==> src/rtl/cfg_ctrl_pkg.sv <==
package cfg_ctrl_pkg;
  localparam int REG_W   = 8;
  localparam int LVL_W   = 2;
  localparam int WARM_HI = 3;   // warm reset clears [WARM_HI:0]
  localparam int B_W32   = 0;
  localparam int B_EPG   = 1;
  localparam int B_DISP  = 2;
  localparam int B_GPO   = 3;
  localparam int B_ARBM  = 4;
  localparam int B_RELM  = 5;
  localparam int B_LVL   = 6;

  typedef enum logic {REL_NO_REQ = 1'b0, REL_ON_REQ = 1'b1} rel_mode_e;
  typedef enum logic {ARB_RR = 1'b0, ARB_PRIO = 1'b1} arb_mode_e;

  // next stored value for a software write, display enable is set-only
  function automatic logic [REG_W-1:0] write_merge(input logic [REG_W-1:0] cur,
                                                   input logic [REG_W-1:0] wd);
    logic [REG_W-1:0] n;
    n = wd;
    n[B_DISP] = cur[B_DISP] | wd[B_DISP];
    return n;
  endfunction

  // value after a warm reset: the low field is cleared
  function automatic logic [REG_W-1:0] warm_clear(input logic [REG_W-1:0] cur);
    logic [REG_W-1:0] n;
    n = cur;
    n[WARM_HI:0] = '0;
    return n;
  endfunction

  function automatic logic gate_window(input logic stored, input logic evt);
    return stored & ~evt;
  endfunction

  function automatic arb_mode_e eff_arb(input logic bit_m, input logic strap);
    return (bit_m & strap) ? ARB_PRIO : ARB_RR;
  endfunction
endpackage

==> src/rtl/cfg_reg_store.sv <==
module cfg_reg_store
  import cfg_ctrl_pkg::*;
(
  input  logic             clk,
  input  logic             por_rst,
  input  logic             warm_rst,
  input  logic             wr_hit,
  input  logic [REG_W-1:0] wdata,
  output logic [REG_W-1:0] q
);
  logic [REG_W-1:0] q_r;

  always_ff @(posedge clk) begin
    if (por_rst)       q_r <= '0;
    else if (warm_rst) q_r <= warm_clear(q_r);
    else if (wr_hit)   q_r <= write_merge(q_r, wdata);
  end

  assign q = q_r;
endmodule

==> src/rtl/cfg_reg_decode.sv <==
module cfg_reg_decode
  import cfg_ctrl_pkg::*;
(
  input  logic             [REG_W-1:0] q,
  input  logic                         bus_event,
  input  logic                         slot1_strap,
  output logic                         win32_en,
  output logic                         epage_en,
  output logic                         disp_en,
  output logic                         gpo_n,
  output logic                         release_on_req,
  output logic                         arb_prio_mode,
  output logic             [LVL_W-1:0] arb_level
);
  rel_mode_e rel;
  arb_mode_e arb;

  always_comb begin
    rel = rel_mode_e'(q[B_RELM]);
    arb = eff_arb(q[B_ARBM], slot1_strap);
  end

  assign win32_en       = gate_window(q[B_W32], bus_event);
  assign epage_en       = gate_window(q[B_EPG], bus_event);
  assign disp_en        = q[B_DISP];
  assign gpo_n          = ~q[B_GPO];
  assign release_on_req = (rel == REL_ON_REQ);
  assign arb_prio_mode  = (arb == ARB_PRIO);
  assign arb_level      = q[B_LVL +: LVL_W];
endmodule

==> src/rtl/cfg_ctrl_reg.sv <==
module cfg_ctrl_reg
  import cfg_ctrl_pkg::*;
(
  input  logic             clk,
  input  logic             por_rst,
  input  logic             warm_rst,
  input  logic             reg_sel,
  input  logic             reg_wr,
  input  logic [7:0]       reg_wdata,
  output logic [7:0]       reg_rdata,
  input  logic             bus_event,
  input  logic             slot1_strap,
  output logic             win32_en,
  output logic             epage_en,
  output logic             disp_en,
  output logic             gpo_n,
  output logic             release_on_req,
  output logic             arb_prio_mode,
  output logic [1:0]       arb_level
);
  logic             wr_hit;
  logic [REG_W-1:0] stored;

  assign wr_hit = reg_sel & reg_wr;

  cfg_reg_store u_store (
    .clk      (clk),
    .por_rst  (por_rst),
    .warm_rst (warm_rst),
    .wr_hit   (wr_hit),
    .wdata    (reg_wdata),
    .q        (stored)
  );

  cfg_reg_decode u_dec (
    .q              (stored),
    .bus_event      (bus_event),
    .slot1_strap    (slot1_strap),
    .win32_en       (win32_en),
    .epage_en       (epage_en),
    .disp_en        (disp_en),
    .gpo_n          (gpo_n),
    .release_on_req (release_on_req),
    .arb_prio_mode  (arb_prio_mode),
    .arb_level      (arb_level)
  );

  assign reg_rdata = stored;
endmodule

==> config.mk <==
export PLATFORM = sky130hd
export DESIGN_NAME = cfg_ctrl_reg
export DESIGN_NICKNAME = d
export VERILOG_FILES = /design/src/rtl/cfg_ctrl_pkg.sv /design/src/rtl/cfg_reg_store.sv /design/src/rtl/cfg_reg_decode.sv /design/src/rtl/cfg_ctrl_reg.sv
export SDC_FILE = /design/constraint.sdc
export NUM_CORES = 1
export LEC_CHECK = 0
export BUFFER_PORTS_ARGS = -buffer_cell sky130_fd_sc_hd__buf_2
export CAP_MARGIN = 25
export CORE_AREA = 2 2 39 41
export DETAILED_ROUTE_END_ITERATION = 6
export DIE_AREA = 0 0 41 43
export PLACE_DENSITY = 0.65
export SETUP_SLACK_MARGIN = 0.2
export SLEW_MARGIN = 20
export SYNTH_ARGS = -nofsm -noshare
export SYNTH_HDL_FRONTEND = slang
export SYNTH_SLANG_ARGS = --single-unit
==> constraint.sdc <==
create_clock -name clk -period 1.05 [get_ports clk]
set_input_delay 0.1575 -clock clk [delete_from_list [all_inputs] [get_ports clk]]
set_output_delay 0.1575 -clock clk [all_outputs]
set_load 0.03 [all_outputs]
Word level (Yosys, flattened, before mapping)
Cells that the tools add are included.

Mux-type cells: 1. Bitwise logic cells: 8. Reductions and logical operators: 2.

Operators with widths (count): $and A1 B1 Y1 (4); $not A1 Y1 (3); $reduce_and A2 Y1 (1); $reduce_or A2 Y1 (1); $mux W1 (1); $or A1 B1 Y1 (1).

Logic and storage cells: 13. Bits of input ports: 15. Output and inout bits: 16. Register bits: 8.

Longest topological paths before layout
Gate-level depths: netlist of the first run.

Depth in word-level cells: 2. Mapped depth: 4.

By module
From an unflattened synthesis of the first run, not the netlist that was laid out.

Cells, all modules: 40. Area total of the unflattened synthesis: 394.1 sq um.

Modules (own cells, without submodules): cfg_reg_store (area an instance 335.3 sq um, instances 1, cells each 31); cfg_reg_decode (area an instance 52.6 sq um, instances 1, cells each 8); cfg_ctrl_reg (area an instance 6.3 sq um, instances 1, cells each 1).

Least setup slack after synthesis of the first run
OpenSTA, ideal clock, no wires.

Path kind: register -> output. From: register u_store.q_r[1] (netlist: u_store.q[1]). To: output port epage_en. Stages on the path, launching flop included: 2. Path slack: -0.113 ns. Arrival time: 1.006 ns. Data required time: 0.892 ns. Cell sequence: dfxtp_1 nor2b_1.

Cells in the longest elaborated chain, start to end: 1.

Ends and longest elaborated chain: start: declaration (RTL line cfg_reg_store.sv:11) `logic [REG_W-1:0] q_r;`; start signal: assignment (RTL line cfg_reg_store.sv:15) `else if (warm_rst) q_r <= warm_clear(q_r);`; start signal: assignment (RTL line cfg_reg_store.sv:16) `else if (wr_hit) q_r <= write_merge(q_r, wdata);`; $and A1 B1 Y1 (RTL line cfg_ctrl_pkg.sv:34) `return stored & ~evt;`; end: declaration (RTL line cfg_ctrl_reg.sv:14) `output logic epage_en,`.

No other way between the ends.

Worst setup path after layout of the first run
From: register u_store.q_r[0] (netlist: u_store.q[0]). To: output port win32_en.

Cells in the longest elaborated chain, start to end: 1.

Ends and longest elaborated chain: $and A1 B1 Y1 (RTL line cfg_ctrl_pkg.sv:34); end: declaration (RTL line cfg_ctrl_reg.sv:13) `output logic win32_en,`.

No other way between the ends.

==> results of run 1 <==
routing by layer:
metal,track usage,up-vias,share of wire
met1,0.1667,175,0.44
met2,0.1813,22,0.46
li1,-,201,-
met4,0.1000,0,0
met5,0,-,0
met3,0.03141,0,0.099
logic make-up (layout without fill, tap and decap cells):
family                 Yosys count  count (layout)  share of synthesized area
and+or+nand+nor                 17              17                     0.2433
muxes                            4               4                    0.09496
buffers and inverters            8              38                     0.1602
DFF                              8               8                     0.3798
AOI/OAI and AO/OA                7               7                     0.1217
final cells by class:
class,instances,area (um2),share of cell area
Timing Repair Buffer,34,277.8,0.3936
Tap cell,16,20.02,0.02837
Sequential cell,8,170.2,0.2411
Clock buffer,3,22.52,0.03191
Inverter,1,3.754,0.005319
Multi-Input combinational cell,28,211.5,0.2996
worst max-delay path, stage by stage (launching register included):
cell	delay, ns
dfxtp_2	0.33
nor2b_4	0.13
buf_6	0.13
metrics by stage:
step	util	hold WS, ns	setup slack (ns)	power [mW]	instance area (um2)
floorplan	-	0.2975	0.2136	0.4123	447.9
global placement	0.4114	0.3953	0.1828	0.4494	569.3
detailed placement	0.4114	0.4084	0.1490	0.4513	569.3
CTS	0.4873	0.1433	0.03873	0.7124	674.4
global route	0.5099	0.1758	0.01826	0.7479	705.7
finish	0.5099	0.1534	0.04891	0.7094	705.7
timing repair:
item,in CTS,in global routing
setup buffers,0,2
setup endpoints to repair,16,16
gates resized for setup,28,7
layout by cell type (no fill, tap or decap):
| cell | n |
|---|---|
| nand3_1 | 3 |
| and2_4 | 1 |
| or2_1 | 1 |
| buf_6 | 16 |
| buf_2 | 15 |
| a21oi_1 | 3 |
| clkbuf_4 | 3 |
| dfxtp_2 | 8 |
| nor2_1 | 1 |
| inv_2 | 1 |
| and3b_1 | 1 |
| nand2b_1 | 8 |
| buf_4 | 3 |
| a21bo_1 | 3 |
| a31oi_1 | 1 |
| nor2b_4 | 2 |
| mux2i_1 | 4 |
report_power, final:
part / internal (mW) / total [mW] / switching, mW / leakage, nW
clock: 0.131 / 0.239 / 0.108 / 0.0138
sequential: 0.314 / 0.322 / 0.00810 / 0.0687
combinational: 0.0748 / 0.148 / 0.0728 / 0.238
path summary, 6_finish.rpt:
| kind | from | end | cells past startpoint |
|---|---|---|---|
| worst max-delay path | u_store.q[0]$_SDFFE_PP0P_ | win32_en | 2 |
| worst min-delay path | reg_wdata[1] | u_store.q[1]$_SDFFE_PP0P_ | 3 |
| worst max register to register | u_store.q[0]$_SDFFE_PP0P_ | u_store.q[0]$_SDFFE_PP0P_ | 3 |
| worst min register to register | u_store.q[4]$_SDFFE_PP0P_ | u_store.q[4]$_SDFFE_PP0P_ | 2 |
==> run metrics, run 1 <==
status completed; share of the clock period used by the worst path 0.9534; Final min period 1.001 ns; 1st-iter DRT viols 4; Crit Path Max Fanout 2; Mapped Area 421.7 um2; Cells after DPL 85; DR pass1 iterations 3; Clk Latency, worst-skew pair 0.25 ns; Die X 41 um; most common library cells after synthesis 8 x dfxtp_1, 8 x nand2b_1, 4 x buf_4, 4 x mux2i_1; synth top area cells dfxtp_1 38%, nand2b_1 12%, mux2i_1 9.5%, buf_6 8.0%, a21bo_1 7.1%; Top Ports 31; RSZ-0062 raised after global routing true; Hold/Removal Path Class primary input to flop; Port Buf Inserts 30; global placement routability congestion 0.6005; Leak 0.3207 nW; Area Growth Syn to Fin 67.36%; clock transition at the registers of the reported paths 0.06 ns; layout cells sized above 1 0.6622; Critical Path RT 0.89 ns; Hold Vio Cnt, Final 0; largest net degree at the start of global routing 10; Starting Density 0.3047; post-synthesis sequential area ratio 0.3798; routed wire length 927 um; fmax 0.9989 GHz; Die Y 43 um; fillers 141; Tot GR Track Use 0.1312; Post-synth top flop dfxtp_1; Post-Synthesis Cells 44; max reg flops 8; Post-Layout Cell Count 90; Arrival @ worst endpoint 0.84 ns; Synth area leader dfxtp_1; power density cells 1005 mW/mm2; vias in the first global route 403; VDD IR-drop max 0.0004820 V; yosys warns 0; Yosys top cell area share 0.3798; R2R Setup Slk 0.24 ns; Startpoint Class flop; DR vias 398; TritonCTS clock tree built; syn_nets 59; number of synthesized flops with an enable pin 0; Core ar. 0.001384 mm2; CTS buffer count 3; Slew headroom 0.8295; Rows 14; clk sinks 8; WS Path Type flop to output pin; nature of the critical path endpoint output pin; hold buffer count at cts 0; Synth cell types 15; DRC violation count after routing 0; Post-layout nets 91; #FFs+latches synth 8; Wirelength per Cell 10.30 um; Routed Antenna Nets 0; via-per-instance ratio 4.422; Overflow after GRT 0; H-tree depth 1; Final TNS setup 0 ns; die area 0.001763 mm2; Syn Area/Cell 9.583 um2; CTS max path bufs 2; first-pass GRT wire length 1545 um; Root Driver clkbuf_4; max-cap violation count 0; clk_skew 0 ns; Slew @ Worst Pin 0.2558 ns; FFs w/ async S/R, synth 0; initial antenna violation count 0; max-slew violation count 0; Final Setup Violations 0; antenna cells 0
No activity file was read; power rests on OpenSTA's default activity.
==> inputs of run 2 (changes only) <==
clock period = 1 ns   (was 1.05 ns; I/O delays follow)
==> run metrics, run 2 (same netlist as run 1, synthesis figures left out) <==
share of the clock period used by the worst path 1.015; Tot GR Track Use 0.1220 (-0.009205); Wirelength per Cell 10.70 um (+3.9%); RSZ-0062 raised after global routing true; DRC violation count after routing 0 (unchanged); Critical Path RT 0.85 ns (-0.04 ns); Arrival @ worst endpoint 0.87 ns (+0.03 ns); Port Buf Inserts 30 (unchanged); leading cell type in the layout, fill and taps excluded buf_6; most frequent cells in the layout 18 x buf_6, 14 x buf_2, 8 x nand2b_1; DR vias 414 (+4.0%); Met3 Wirelength 106 um (+15%); Slew @ Worst Pin 0.2356 ns (-0.02013 ns); layout cells sized above 1 0.6753 (+0.01316); WS Path Type flop to output pin; fillers 126 (-11%); Top Ports 31 (unchanged); setup ws final -0.01548 ns (-0.06439 ns); CP cell instances nor2b_4, buf_6; Final Setup Violations 3 (+3); Startpoint Class flop; status complete, but fails checks; clock transition at the registers of the reported paths 0.06 ns (about the same); R2R Setup Slk 0.10 ns (-0.14 ns); Die Y 43 um (unchanged); Final HPWL DP 658.9 um; Worst path max stage delay 0.35 ns (+0.02 ns); max layer used met3; clk sinks 8 (unchanged); initial antenna violation count 0 (unchanged); Routed Antenna Nets 0 (unchanged); max reg flops 8 (unchanged); Post-layout nets 93 (+2.2%); Slew headroom 0.8429 (+0.01342); routed wire length 995 um (+7.3%); CP bufs+invs 1 (unchanged); VDD IR-drop max 0.0006401 V (+33%); Leak 0.3358 nW (+4.7%); power consumption 0.7572 mW (+6.7%); Root Driver clkbuf_4; Final min period 1.015 ns; Hold Vio Cnt, Final 0 (unchanged); nature of the critical path endpoint output pin; met2 routed wirelength 503 um (+19%); Starting Density 0.3047 (unchanged); Overflow after GRT 0 (unchanged); Clk Latency, worst-skew pair 0.26 ns (about the same); WL met1 385 um (-6.3%); DR pass1 iterations 4 (+1); power density cells 1012 mW/mm2 (+0.68%); 1st-iter DRT viols 3 (-1); violated checks setup timing; TritonCTS clock tree built; hold buffer count at cts 0 (unchanged); vias in the first global route 370 (-8.2%); max-cap violation count 0 (unchanged); Area Growth Syn to Fin 77.45%; die area 0.001763 mm2 (unchanged); CTS max path bufs 2 (unchanged); Worst path top cell family by delay flip-flops; H-tree depth 1 (unchanged); global placement routability congestion 0.6137 (+2.2%); via-per-instance ratio 4.452 (+0.66%); antenna cells 0 (unchanged); Die X 41 um (unchanged); minimum hold slack 0.1286 ns (-0.02477 ns); Core ar. 0.001384 mm2 (unchanged); CTS buffer count 3 (unchanged); CP max stage cell dfxtp_4; Rows 14 (unchanged); first-pass GRT wire length 1428 um (-7.6%); Crit Path Max Fanout 2 (unchanged); clk_skew 0 ns (unchanged); Hold/Removal Path Class primary input to flop; max-slew violation count 0 (unchanged); largest net degree at the start of global routing 10 (unchanged); fmax 0.9848 GHz
-- run 2: changes by cell type in the layout (fill, tap and decap cells not counted) --
cell	delta
buf_4	+1
clkbuf_1	+1
a21oi_2	+1
a21oi_1	-1
buf_2	-1
buf_6	+2
dfxtp_4	+4
dfxtp_2	-4
-- run 2: power breakdown --
part           internal (mW)  switching [mW]
clock network          0.153           0.115
logic                 0.0814          0.0775
registers              0.321         0.00869
total                  0.556           0.202
-- run 2: timing repair --
item / in CTS / in global routing
gates resized for setup: 31 / 7
setup buffers: 2 / 3
setup endpoints to repair: 16 / 16
pin swaps: 0 / 2
-- run 2: metal layers --
| metal | up-vias | GRT usage |
|---|---|---|
| li1 | 209 | - |
| met1 | 182 | 0.1661 |
| met2 | 23 | 0.1563 |
| met3 | 0 | 0.04188 |
| met4 | 0 | 0.08000 |
| met5 | - | 0 |
-- run 2: tightest hold or removal path, stage by stage --
cell and delay [ns]:
buf_2 0.10, nand3_1 0.05, a21oi_1 0.05
-- run 2: worst paths after layout --
check                                 start                        end  depth (start not counted)
hold reg to reg   u_store.q[4]$_SDFFE_PP0P_  u_store.q[4]$_SDFFE_PP0P_                          2
hold / removal                 reg_wdata[3]  u_store.q[3]$_SDFFE_PP0P_                          3
setup / recovery  u_store.q[0]$_SDFFE_PP0P_                   win32_en                          2
setup reg to reg  u_store.q[1]$_SDFFE_PP0P_  u_store.q[1]$_SDFFE_PP0P_                          4
-- run 2: area by class of cell --
class,instances,area (um2),area share
Tap cell,16,20.02,0.02676
Clock buffer,4,26.28,0.03512
Inverter,1,3.754,0.005017
Sequential cell,8,180.2,0.2408
Multi-Input combinational cell,28,215.2,0.2876
Timing Repair Buffer,36,302.8,0.4047
-- run 2: through the flow --
stage	setup slack, ns	TNS [ns]	utilization	cells	instance area, um2
floorplan	0.2149	0	-	44	456.7
global placement	0.1137	0	0.4123	84	570.5
detailed placement	0.1009	0	0.4123	84	570.5
CTS	-0.04139	-0.08072	0.5099	90	705.7
global route	-0.04158	-0.1459	0.5407	93	748.2
finish	-0.01548	-0.02660	0.5407	93	748.2
==> inputs of run 3 (changes only) <==
SETUP_SLACK_MARGIN = 0.4   (was 0.2)
==> run metrics, run 3 (same netlist as run 1, synthesis figures left out) <==
Critical Path RT 0.85 ns (about the same); clk_skew 0 ns (unchanged); max-cap violation count 0 (unchanged); hold depth 3 (unchanged); initial antenna violation count 0 (unchanged); vias in the first global route 392 (+5.9%); via-per-instance ratio 4.549 (+2.2%); Hold Vio Cnt, Final 0 (unchanged); H-tree depth 1 (unchanged); Area Growth Syn to Fin 83.09%; Port Buf Inserts 30 (unchanged); Top Ports 31 (unchanged); Routed Antenna Nets 0 (unchanged); Rows 14 (unchanged); minimum hold slack 0.1495 ns (+0.02086 ns); R2R Setup Slk 0.19 ns (+0.09 ns); DRC violation count after routing 0 (unchanged); Post-DP Area 590.6 um2 (+3.5%); Final HPWL DP 707.2 um (+7.3%); CP cell instances and2_4, buf_6; Die Y 43 um (unchanged); clk sinks 8 (unchanged); Clk Latency, worst-skew pair 0.25 ns (about the same); hold_sp reg_wdata[1]; die area 0.001763 mm2 (unchanged); share of the clock period used by the worst path 1.003 (-0.01239); Crit Path Max Fanout 3 (+1); global placement routability congestion 0.6684 (+8.9%); layout cells sized above 1 0.7333 (+0.05801); DR vias 414 (unchanged); R2R depth 3 (-1); Hold Path Sink u_store.q[1]$_SDFFE_PP0P_; nature of the critical path endpoint output pin; TritonCTS clock tree built; Worst path max stage delay 0.34 ns (about the same); Worst path top cell family by delay flip-flops; Core ar. 0.001384 mm2 (unchanged); Leak 0.3368 nW (+0.29%); Hold/Removal Path Class primary input to flop; first-pass GRT wire length 1531 um (+7.2%); violated checks setup timing; fmax 0.9969 GHz (+1.2%); leading cell type in the layout, fill and taps excluded buf_6; status complete, but fails checks; Final Util 0.5579 (+0.01718); CTS buffer count 3 (unchanged); 1st-iter DRT viols 5 (+2); CTS max path bufs 2 (unchanged); max-slew violation count 0 (unchanged); Final min period 1.003 ns (-0.01239 ns); CP bufs+invs 1 (unchanged); max reg flops 8 (unchanged); reg2reg start u_store.q[1]$_SDFFE_PP0P_; Slew @ Worst Pin 0.1929 ns (-0.04269 ns); Root Driver clkbuf_4; DR pass1 iterations 3 (-1); VDD IR-drop max 0.0006120 V (-4.4%); CP max stage cell dfxtp_4; Wirelength per Cell 10.53 um (-1.6%); Starting Density 0.3047 (unchanged); Startpoint Class flop; Overflow after GRT 0 (unchanged); RSZ-0062 raised after global routing true; routed wire length 958 um (-3.7%); power density cells 952.0 mW/mm2 (-5.9%); most frequent cells in the layout 18 x buf_6, 15 x buf_2, 8 x dfxtp_4, 7 x nand2b_1, 4 x mux2i_1; Slew headroom 0.8714 (+0.02846); post-route cell area 772.0 um2 (+3.2%); largest net degree at the start of global routing 10 (unchanged); setup ws final -0.003088 ns (+0.01239 ns); Final Setup Violations 2 (-1); Arrival @ worst endpoint 0.85 ns (-0.02 ns); WS Path Type flop to output pin; Die X 41 um (unchanged); Post-layout nets 92 (-1.1%); Tot GR Track Use 0.1333 (+0.01136); RR Endpoint u_store.q[1]$_SDFFE_PP0P_; antenna cells 0 (unchanged); clock transition at the registers of the reported paths 0.05 ns (about the same)
## run 3: changes by cell type in the layout (fill, tap and decap cells not counted), sizes merged
| cell | change |
|---|---|
| clkbuf | -1 |
| buf | -1 |
## run 3: area by class of cell
| type | instances | area [um2] |
|---|---|---|
| inverters | 1 | 3.754 |
| multi-input cells | 28 | 242.7 |
| flip-flops and latches | 8 | 190.2 |
| clock buffers | 3 | 22.52 |
| repair buffers | 35 | 292.8 |
| fillers | 128 | 611.8 |
| well taps | 16 | 20.02 |
## run 3: how the worst max path moves through the flow
stage          cells after the start                   endpoint                      start
2_1_floorplan                      1                   epage_en  u_store.q[1]$_SDFFE_PP0P_
3_3_place_gp                       3  u_store.q[5]$_SDFFE_PP0P_                   warm_rst
3_5_place_dp                       3  u_store.q[4]$_SDFFE_PP0P_                   warm_rst
4_1_cts                            2                   win32_en  u_store.q[0]$_SDFFE_PP0P_
5_1_grt                            2                   win32_en  u_store.q[0]$_SDFFE_PP0P_
6_report                           2              arb_prio_mode  u_store.q[4]$_SDFFE_PP0P_
## run 3: worst reg2reg max path: cells and delay by family, from the launching register on
kind,cells,cell delay (ns)
buffers and inverters,1,0.09
AOI/OAI and AO/OA,2,0.30
DFF,1,0.34
## run 3: per-layer routing
metal,GRT usage,routed length (um)
met2,0.1906,496
met1,0.1377,379
met5,0,0
met4,0.08000,10
met3,0.08901,71
## run 3: what timing repair did
item | 4_1_cts | 5_1_grt
setup endpoints to repair | 24 | 24
hold buffers | 0 | 0
gates resized for setup | 30 | 10
pin swaps | 1 | 1
setup buffers | 1 | 2
## run 3: through the flow
stage,setup slack [ns],std cells,TNS [ns],power [mW]
2_1_floorplan,0.2149,44,0,0.4226
3_3_place_gp,0.1389,85,0,0.4560
3_5_place_dp,0.1059,85,0,0.4578
4_1_cts,-0.01407,89,-0.04068,0.7352
5_1_grt,-0.04281,91,-0.1239,0.7785
6_report,-0.003088,91,-0.003096,0.7350
## run 3: report_power, final
group	total (mW)	switching [mW]	internal, mW
sequential	0.324	0.0101	0.313
clock	0.243	0.106	0.137
combinational	0.168	0.0813	0.0868
